**src/rtl/gpio_bank_pkg.sv**
```systemverilog
package gpio_bank_pkg;
  localparam int ADDR_W = 3;

  typedef enum logic [ADDR_W-1:0] {
    REG_DOUT  = 3'd0,
    REG_OEN   = 3'd1,
    REG_BLINK = 3'd2,
    REG_POL   = 3'd3,
    REG_DIN   = 3'd4,
    REG_CAUSE = 3'd5,
    REG_EMASK = 3'd6,
    REG_LMASK = 3'd7
  } gpio_reg_e;
endpackage

```
**src/rtl/gpio_ctrl_regs.sv**
```systemverilog
module gpio_ctrl_regs
  import gpio_bank_pkg::*;
#(
  parameter int W = 32
) (
  input  logic              clk,
  input  logic              rst_n,
  input  logic              wr_stb,
  input  logic [ADDR_W-1:0] addr,
  input  logic [W-1:0]      wdata,
  output logic [W-1:0]      dout,
  output logic [W-1:0]      oen_n,
  output logic [W-1:0]      blink,
  output logic [W-1:0]      pol,
  output logic [W-1:0]      emask,
  output logic [W-1:0]      lmask
);
  logic [W-1:0] dout_q, oen_q, blink_q, pol_q, emask_q, lmask_q;
  logic [W-1:0] dout_d, oen_d, blink_d, pol_d, emask_d, lmask_d;

  always_comb begin
    dout_d  = dout_q;
    oen_d   = oen_q;
    blink_d = blink_q;
    pol_d   = pol_q;
    emask_d = emask_q;
    lmask_d = lmask_q;
    if (wr_stb) begin
      case (addr)
        REG_DOUT:  dout_d  = wdata;
        REG_OEN:   oen_d   = wdata;
        REG_BLINK: blink_d = wdata;
        REG_POL:   pol_d   = wdata;
        REG_EMASK: emask_d = wdata;
        REG_LMASK: lmask_d = wdata;
        default: ;
      endcase
    end
  end

  always_ff @(posedge clk or negedge rst_n) begin
    if (!rst_n) begin
      dout_q  <= '0;
      oen_q   <= '1;
      blink_q <= '0;
      pol_q   <= '0;
      emask_q <= '0;
      lmask_q <= '0;
    end else begin
      dout_q  <= dout_d;
      oen_q   <= oen_d;
      blink_q <= blink_d;
      pol_q   <= pol_d;
      emask_q <= emask_d;
      lmask_q <= lmask_d;
    end
  end

  assign dout  = dout_q;
  assign oen_n = oen_q;
  assign blink = blink_q;
  assign pol   = pol_q;
  assign emask = emask_q;
  assign lmask = lmask_q;
endmodule

```
**src/rtl/gpio_input_path.sv**
```systemverilog
module gpio_input_path #(
  parameter int W = 32
) (
  input  logic         clk,
  input  logic         rst_n,
  input  logic [W-1:0] pad_in,
  input  logic [W-1:0] pol,
  output logic [W-1:0] din,
  output logic [W-1:0] rise
);
  logic [W-1:0] meta_q, sync_q, prev_q;
  logic [W-1:0] adj;

  // Inversion sits after the synchronizer, so flipping pol is seen at once
  always_comb begin
    adj  = sync_q ^ pol;
    rise = adj & ~prev_q;
  end

  always_ff @(posedge clk or negedge rst_n) begin
    if (!rst_n) begin
      meta_q <= '0;
      sync_q <= '0;
      prev_q <= '0;
    end else begin
      meta_q <= pad_in;
      sync_q <= meta_q;
      prev_q <= adj;
    end
  end

  assign din = adj;
endmodule

```
**src/rtl/gpio_blink_gen.sv**
```systemverilog
module gpio_blink_gen #(
  parameter int HALF = 16
) (
  input  logic clk,
  input  logic rst_n,
  output logic wave
);
  localparam int CNT_W = (HALF > 1) ? $clog2(HALF) : 1;
  localparam logic [CNT_W-1:0] LAST = CNT_W'(HALF - 1);

  logic [CNT_W-1:0] cnt_q, cnt_d;
  logic             wave_q, wave_d;
  logic             tick;

  always_comb begin
    tick   = (cnt_q == LAST);
    cnt_d  = tick ? '0 : cnt_q + 1'b1;
    wave_d = tick ? ~wave_q : wave_q;
  end

  always_ff @(posedge clk or negedge rst_n) begin
    if (!rst_n) begin
      cnt_q  <= '0;
      wave_q <= 1'b0;
    end else begin
      cnt_q  <= cnt_d;
      wave_q <= wave_d;
    end
  end

  assign wave = wave_q;
endmodule

```
**src/rtl/gpio_cause_irq.sv**
```systemverilog
module gpio_cause_irq #(
  parameter int W = 32
) (
  input  logic         clk,
  input  logic         rst_n,
  input  logic         clr_stb,
  input  logic [W-1:0] wdata,
  input  logic [W-1:0] rise,
  input  logic [W-1:0] din,
  input  logic [W-1:0] emask,
  input  logic [W-1:0] lmask,
  output logic [W-1:0] cause,
  output logic         irq
);
  logic [W-1:0] cause_q, cause_d;

  // Clear first, then OR in new events: a same-cycle event survives
  always_comb begin
    cause_d = cause_q;
    if (clr_stb) cause_d = cause_q & wdata;
    cause_d = cause_d | rise;
  end

  always_ff @(posedge clk or negedge rst_n) begin
    if (!rst_n) cause_q <= '0;
    else        cause_q <= cause_d;
  end

  assign cause = cause_q;
  assign irq   = |((cause_q & emask) | (din & lmask));
endmodule

```
**src/rtl/gpio_bank.sv**
```systemverilog
module gpio_bank
  import gpio_bank_pkg::*;
#(
  parameter int W          = 32,
  parameter int BLINK_HALF = 16
) (
  input  logic              clk,
  input  logic              rst_n,
  input  logic              bus_sel,
  input  logic              bus_we,
  input  logic [ADDR_W-1:0] bus_addr,
  input  logic [W-1:0]      bus_wdata,
  output logic [W-1:0]      bus_rdata,
  input  logic [W-1:0]      pad_in,
  output logic [W-1:0]      pad_out,
  output logic [W-1:0]      pad_oe_n,
  output logic              irq
);
  logic rst_meta_q, rst_sync_q;
  logic wr_stb, clr_stb, wave;
  logic [W-1:0] dout_w, oen_w, blink_w, pol_w, emask_w, lmask_w;
  logic [W-1:0] din_w, rise_w, cause_w;

  always_ff @(posedge clk or negedge rst_n) begin
    if (!rst_n) begin
      rst_meta_q <= 1'b0;
      rst_sync_q <= 1'b0;
    end else begin
      rst_meta_q <= 1'b1;
      rst_sync_q <= rst_meta_q;
    end
  end

  assign wr_stb  = bus_sel & bus_we;
  assign clr_stb = wr_stb & (bus_addr == REG_CAUSE);

  gpio_ctrl_regs #(.W(W)) u_regs (
    .clk(clk), .rst_n(rst_sync_q), .wr_stb(wr_stb), .addr(bus_addr),
    .wdata(bus_wdata), .dout(dout_w), .oen_n(oen_w), .blink(blink_w),
    .pol(pol_w), .emask(emask_w), .lmask(lmask_w)
  );

  gpio_input_path #(.W(W)) u_in (
    .clk(clk), .rst_n(rst_sync_q), .pad_in(pad_in), .pol(pol_w),
    .din(din_w), .rise(rise_w)
  );

  gpio_cause_irq #(.W(W)) u_cause (
    .clk(clk), .rst_n(rst_sync_q), .clr_stb(clr_stb), .wdata(bus_wdata),
    .rise(rise_w), .din(din_w), .emask(emask_w), .lmask(lmask_w),
    .cause(cause_w), .irq(irq)
  );

  gpio_blink_gen #(.HALF(BLINK_HALF)) u_blink (
    .clk(clk), .rst_n(rst_sync_q), .wave(wave)
  );

  always_comb begin
    case (bus_addr)
      REG_DOUT:  bus_rdata = dout_w;
      REG_OEN:   bus_rdata = oen_w;
      REG_BLINK: bus_rdata = blink_w;
      REG_POL:   bus_rdata = pol_w;
      REG_DIN:   bus_rdata = din_w;
      REG_CAUSE: bus_rdata = cause_w;
      REG_EMASK: bus_rdata = emask_w;
      default:   bus_rdata = lmask_w;
    endcase
  end

  assign pad_out  = (dout_w & ~blink_w) | ({W{wave}} & blink_w);
  assign pad_oe_n = oen_w;
endmodule

```
**config.mk**
```make
export PLATFORM = sky130hd
export DESIGN_NAME = gpio_bank
export DESIGN_NICKNAME = d
export VERILOG_FILES = /design/src/rtl/gpio_bank_pkg.sv /design/src/rtl/gpio_ctrl_regs.sv /design/src/rtl/gpio_input_path.sv /design/src/rtl/gpio_blink_gen.sv /design/src/rtl/gpio_cause_irq.sv /design/src/rtl/gpio_bank.sv
export SDC_FILE = /design/constraint.sdc
export NUM_CORES = 1
export LEC_CHECK = 0
export BUFFER_PORTS_ARGS = -buffer_cell sky130_fd_sc_hd__buf_2
export CAP_MARGIN = 5
export CORE_UTILIZATION = 59
export DETAILED_ROUTE_END_ITERATION = 10
export MAX_ROUTING_LAYER = met4
export PLACE_DENSITY = 0.9
export SLEW_MARGIN = 20
export SYNTH_ARGS = -nofsm -noshare
export SYNTH_HDL_FRONTEND = slang
export SYNTH_HIERARCHICAL = 1
export SYNTH_SLANG_ARGS = --single-unit
```
**constraint.sdc**
```tcl
create_clock -name clk -period 12 [get_ports clk]
set_input_delay 2.4 -clock clk [delete_from_list [all_inputs] [get_ports clk]]
set_output_delay 2.4 -clock clk [all_outputs]
set_load 0.05 [all_outputs]
```
### Word-level counts from Yosys, hierarchy flattened

Index checks and enable logic that the tools add are counted.

* bits in registers: 327
* input port bits: 71
* word-level logic and storage cells: 49

* add/subtract/negate cells: 1
* bitwise operators: 15
* eq/ne operators: 8
* muxes and demuxes: 3
* reductions and logical operators: 8

Operator list (number)
* case mux 32 bit (7 select lines): 1
* AND 32 bit: 6
* OR 32 bit: 3
* NOT 32 bit: 2
* two-way mux 32 bit: 1
* OR reduction 32 bit: 1
* XOR 32 bit: 1
* equality test 3 bit, second input constant: 4
* AND reduction 2 bit: 6
* equality test 3 x 2 -> 1 bit, second input constant: 2
* adder 4 x 1 -> 4 bit, second input constant: 1
* equality test 4 bit, second input constant: 1
* two-way mux 4 bit: 1
* equality test 3 x 1 -> 1 bit, second input constant: 1
* logical NOT 3 bit: 1
* AND 1 bit: 2
* NOT 1 bit: 1

### Logic depth before layout (Yosys ltp)

* word-level depth: 4
* gate-level depth with buffers: 7
* gate-level depth less buffers: 5

### Modules after synthesis

The synthesis kept the hierarchy.

Modules (own cells, without submodules)
* gpio_ctrl_regs: seq. area each 4844.6 µm², times used 1, cells an instance 411, area an instance 7213.2 µm²
* gpio_input_path: seq. area each 2402.3 µm², times used 1, cells an instance 160, area an instance 2962.8 µm²
* gpio_bank: seq. area each 50.0 µm², times used 1, cells an instance 384, area an instance 2531.2 µm²
* gpio_cause_irq: seq. area each 800.8 µm², times used 1, cells an instance 136, area an instance 1615.3 µm²
* gpio_blink_gen: seq. area each 125.1 µm², times used 1, cells an instance 15, area an instance 202.7 µm²

### Worst setup path before layout

OpenSTA, ideal clock, no wires.

* path kind: input to output
* from: input bus_addr[2]
* to: output bus_rdata[0]
* stages: 6
* setup slack: 5.546 ns
* required time: 9.600 ns
* arrival time: 4.054 ns
* cells stage by stage: buf_2 -> buf_6 -> nor2_1 -> clkbuf_1 -> a21oi_1 -> a31oi_1

* cells in the longest elaborated chain, start to end: 2

Ends and longest elaborated chain
* start: declaration: line gpio_bank.sv:11 `input logic [ADDR_W-1:0] bus_addr,`
* equality test 3 bit, or another cell as far along: line gpio_bank.sv:59 `case (bus_addr)`
* case mux 32 bit (7 select lines) *: line gpio_bank.sv:59
* end: declaration: line gpio_bank.sv:13 `output logic [W-1:0] bus_rdata,`

Every way passes the cells marked *; elsewhere a longest branch is shown, timed or not.

### Final worst setup path

Same ends and word-level chain as after synthesis.

==> flow_metrics.py <==
metrics = {
    "synth": {
        "synth_xor_area_frac": 0.02050,
        "synth_top_family_by_area": "multiplexers",
        "synth_edf_count": 0,
        "syn_nets": 1178,
        "ys.flop_type": "dfrtp_1",
        "synth_top_area_cell": "dfrtp_1",
        "avgSynthCellArea_um2": 13.13,
        "synth.ff_latch_count": 327,
        "yosysTopAreaCellShare": 0.5082,
        "synthMuxAreaShare": 0.2060,
        "synth_cell_type_count": 50,
        "ys_top_cells_by_area": "dfrtp_1, mux2_2, dfstp_2",
        "synthArstFlopShare": 1.000,
        "syn_inst": 1106,
        "ys_seq_area_frac": 0.5661,
        "netlist_area_um2": 14530,
        "synthAdderAreaFrac": 0.0008614,
        "synth_compound_area_frac": 0.09484,
        "synth_warnings": 6,
        "synth-simple-area-share": 0.08623,
    },
    "power_and_ir_drop": {
        "p_leak_nw": 7.441,
        "power.density_nw_per_um2": 207.7,
        "vdd_ir_drop_max_v": 0.0001532,
        "finalPower_mw": 3.488,
    },
    "global_route": {
        "grt.overflow.total": 0,
        "grt_max_degree": 79,
        "antenna_found_initial": 0,
        "grt_use_total": 0.3309,
        "grt_pass1_wl_um": 61870,
        "grt_pass1_vias": 10630,
    },
    "clock_tree": {
        "cts.path.max_buffers": 3,
        "clock-root-buffer": "clkbuf_16",
        "path_clk_slew_ps": 60,
        "cts_num_sinks": 327,
        "clock_latency_ps": 520,
        "numCtsBuffers": 35,
        "cts_tree": "yes",
        "h-tree-depth": 2,
        "postCtsHoldBufs": 0,
        "cts_setup_buffers": 0,
        "cts_resized": 0,
    },
    "sta": {
        "slew_headroom": 0.2638,
        "final.setup.tns_ps": 0,
        "fmax_mhz": 131.4,
        "skew_ps": 15.06,
        "setup_viol": 0,
        "finalMaxSlewViolations": 0,
        "timing.final.crit_share": 0.6343,
        "worst_pin_slew_ps": 1102,
        "fin_crit_ps": 7612,
        "rsz0062_at_grt": "false",
        "hold_viol_final": 0,
    },
    "cells_and_area": {
        "layout-drive-gt1-share": 0.4356,
        "n_fill_cell": 1645,
        "layout_common_cells": "dfrtp_1, mux2_2, buf_2",
        "final_common_cell": "dfrtp_1",
        "instances_no_fill": 1621,
        "final_cell_area_um2": 16790,
        "area_growth_syn_to_layout_pct": 15.60,
        "n_antenna_cell": 0,
        "nNetsFinal": 1343,
    },
    "die": {
        "start_util": 0.5990,
        "die-area_um2": 25250,
        "die_w_um": 158.9,
        "core_um2": 24250,
        "std_cell_rows": 57,
        "die_h_um": 158.9,
        "io_pins": 168,
    },
    "routing": {
        "ant_nets": 0,
        "via_count": 10340,
        "wl_per_cell_um": 24.74,
        "drtPass1Iterations": 5,
        "remaining_drc_errors": 0,
        "vias_per_cell": 6.378,
        "drt_iter0_drc": 1124,
        "drt-total-wl_um": 40110,
    },
    "place": {
        "placed_cells": 1558,
        "port_buffers": 167,
        "hpwlAfterDp_um": 25630,
        "dpl-instance-area_um2": 15600,
        "place.gp.congestion": 0.9271,
    },
    "critical_path": {
        "path_class": "in -> out",
        "cp-start-kind": "primary input",
        "timing.reg2reg.setup_slack_ps": 9400,
        "worst_ep_required_time_ps": 9600,
        "cp.arrival_ps": 5210,
        "end_kind": "primary output",
        "cp_max_fo": 48,
    },
    "worst_hold_path": {
        "hp-class": "reg -> async",
    },
    "flow_run": {
        "maxCapViolations": 0,
    },
    "status": {
        "status": "finished clean",
    },
}
## critical path, cell delays in order
cell and delay (ps):
buf_2 70, buf_4 400, buf_4 640, nor3b_2 590, buf_4 400, a21oi_1 130
a31oi_1 240, buf_2 300
## cell usage after synthesis, types with 15 or more instances
master / n
a21o_1: 32
a21oi_1: 43
a22o_1: 21
a22oi_1: 20
a31oi_1: 21
and2b_2: 33
buf_2: 28
clkbuf_1: 15
dfrtp_1: 295
dfstp_2: 32
mux2_2: 220
mux2i_1: 38
nand2_1: 20
nand2b_1: 34
nor2_1: 88
or2_2: 18
xor2_1: 33
## routing by layer
| layer | global-route usage | part of all wire |
|---|---|---|
| met5 | - | 0 |
| met4 | 0.1381 | 0.037 |
| met3 | 0.05669 | 0.10 |
| met2 | 0.4944 | 0.46 |
| met1 | 0.4514 | 0.40 |
## per-stage QoR
stage,util,hold WS [ps],setup slack (ps)
after floorplan,-,331.2,2268
after global placement,0.6434,331.7,4466
after detailed placement,0.6435,334.7,4456
after CTS,0.6925,345.6,4418
after global routing,0.6925,348.5,4325
final,0.6925,340.5,4388
## registers in the layout, indices dropped and copies added (netlist names), 4 cells and up
signal / cells
u_in/sync_q: 32
u_regs/oen_n: 32
u_regs/lmask: 32
u_regs/blink: 32
u_in/prev_q: 32
u_regs/pol: 32
u_regs/emask: 32
u_in/meta_q: 32
u_blink/cnt_q: 4
u_regs/dout: 32
u_cause/cause: 32
## path summary, 6_finish.rpt
| path | from | end | cells after the start |
|---|---|---|---|
| setup / recovery | bus_addr[2] | bus_rdata[0] | 8 |
| hold / removal | rst_sync_q | u_regs/blink[16] | 0 |
| setup reg to reg | rst_sync_q | u_regs/dout[28] | 2 |
| hold reg to reg | rst_sync_q | u_regs/blink[16] | 0 |
| max in group asynchronous | rst_sync_q | u_regs/dout[28] | 2 |
| min in group clk | u_in/meta_q[25] | u_in/sync_q[25] | 0 |
## cell type report
type / count / area, um2 / share of cell area
Sequential cell: 327 / 8227 / 0.4899
Inverter: 2 / 7.507 / 0.0004471
Timing Repair Buffer: 188 / 993.5 / 0.05917
Clock inverter: 12 / 138.9 / 0.008271
Clock buffer: 51 / 1049 / 0.06244
Tap cell: 324 / 405.4 / 0.02414
Multi-Input combinational cell: 717 / 5971 / 0.3556
## logic make-up (layout without fill, tap and decap cells)
kind of cell | count (synthesis) | in the layout
multiplexers | 269 | 269
flip-flops | 327 | 327
AND/OR/NAND/NOR | 223 | 223
other | 1 | 1
XOR/XNOR | 34 | 34
AO/OA/AOI/OAI | 189 | 189
adder cells (fa/ha/maj) | 1 | 1
buffers and inverters | 62 | 253
## report_power, final
part	switching [mW]	internal [mW]
combinational	0.559	0.328
sequential	0.173	1.32
clock	0.434	0.672
total	1.17	2.32
No activity file was read; power rests on OpenSTA's default activity.
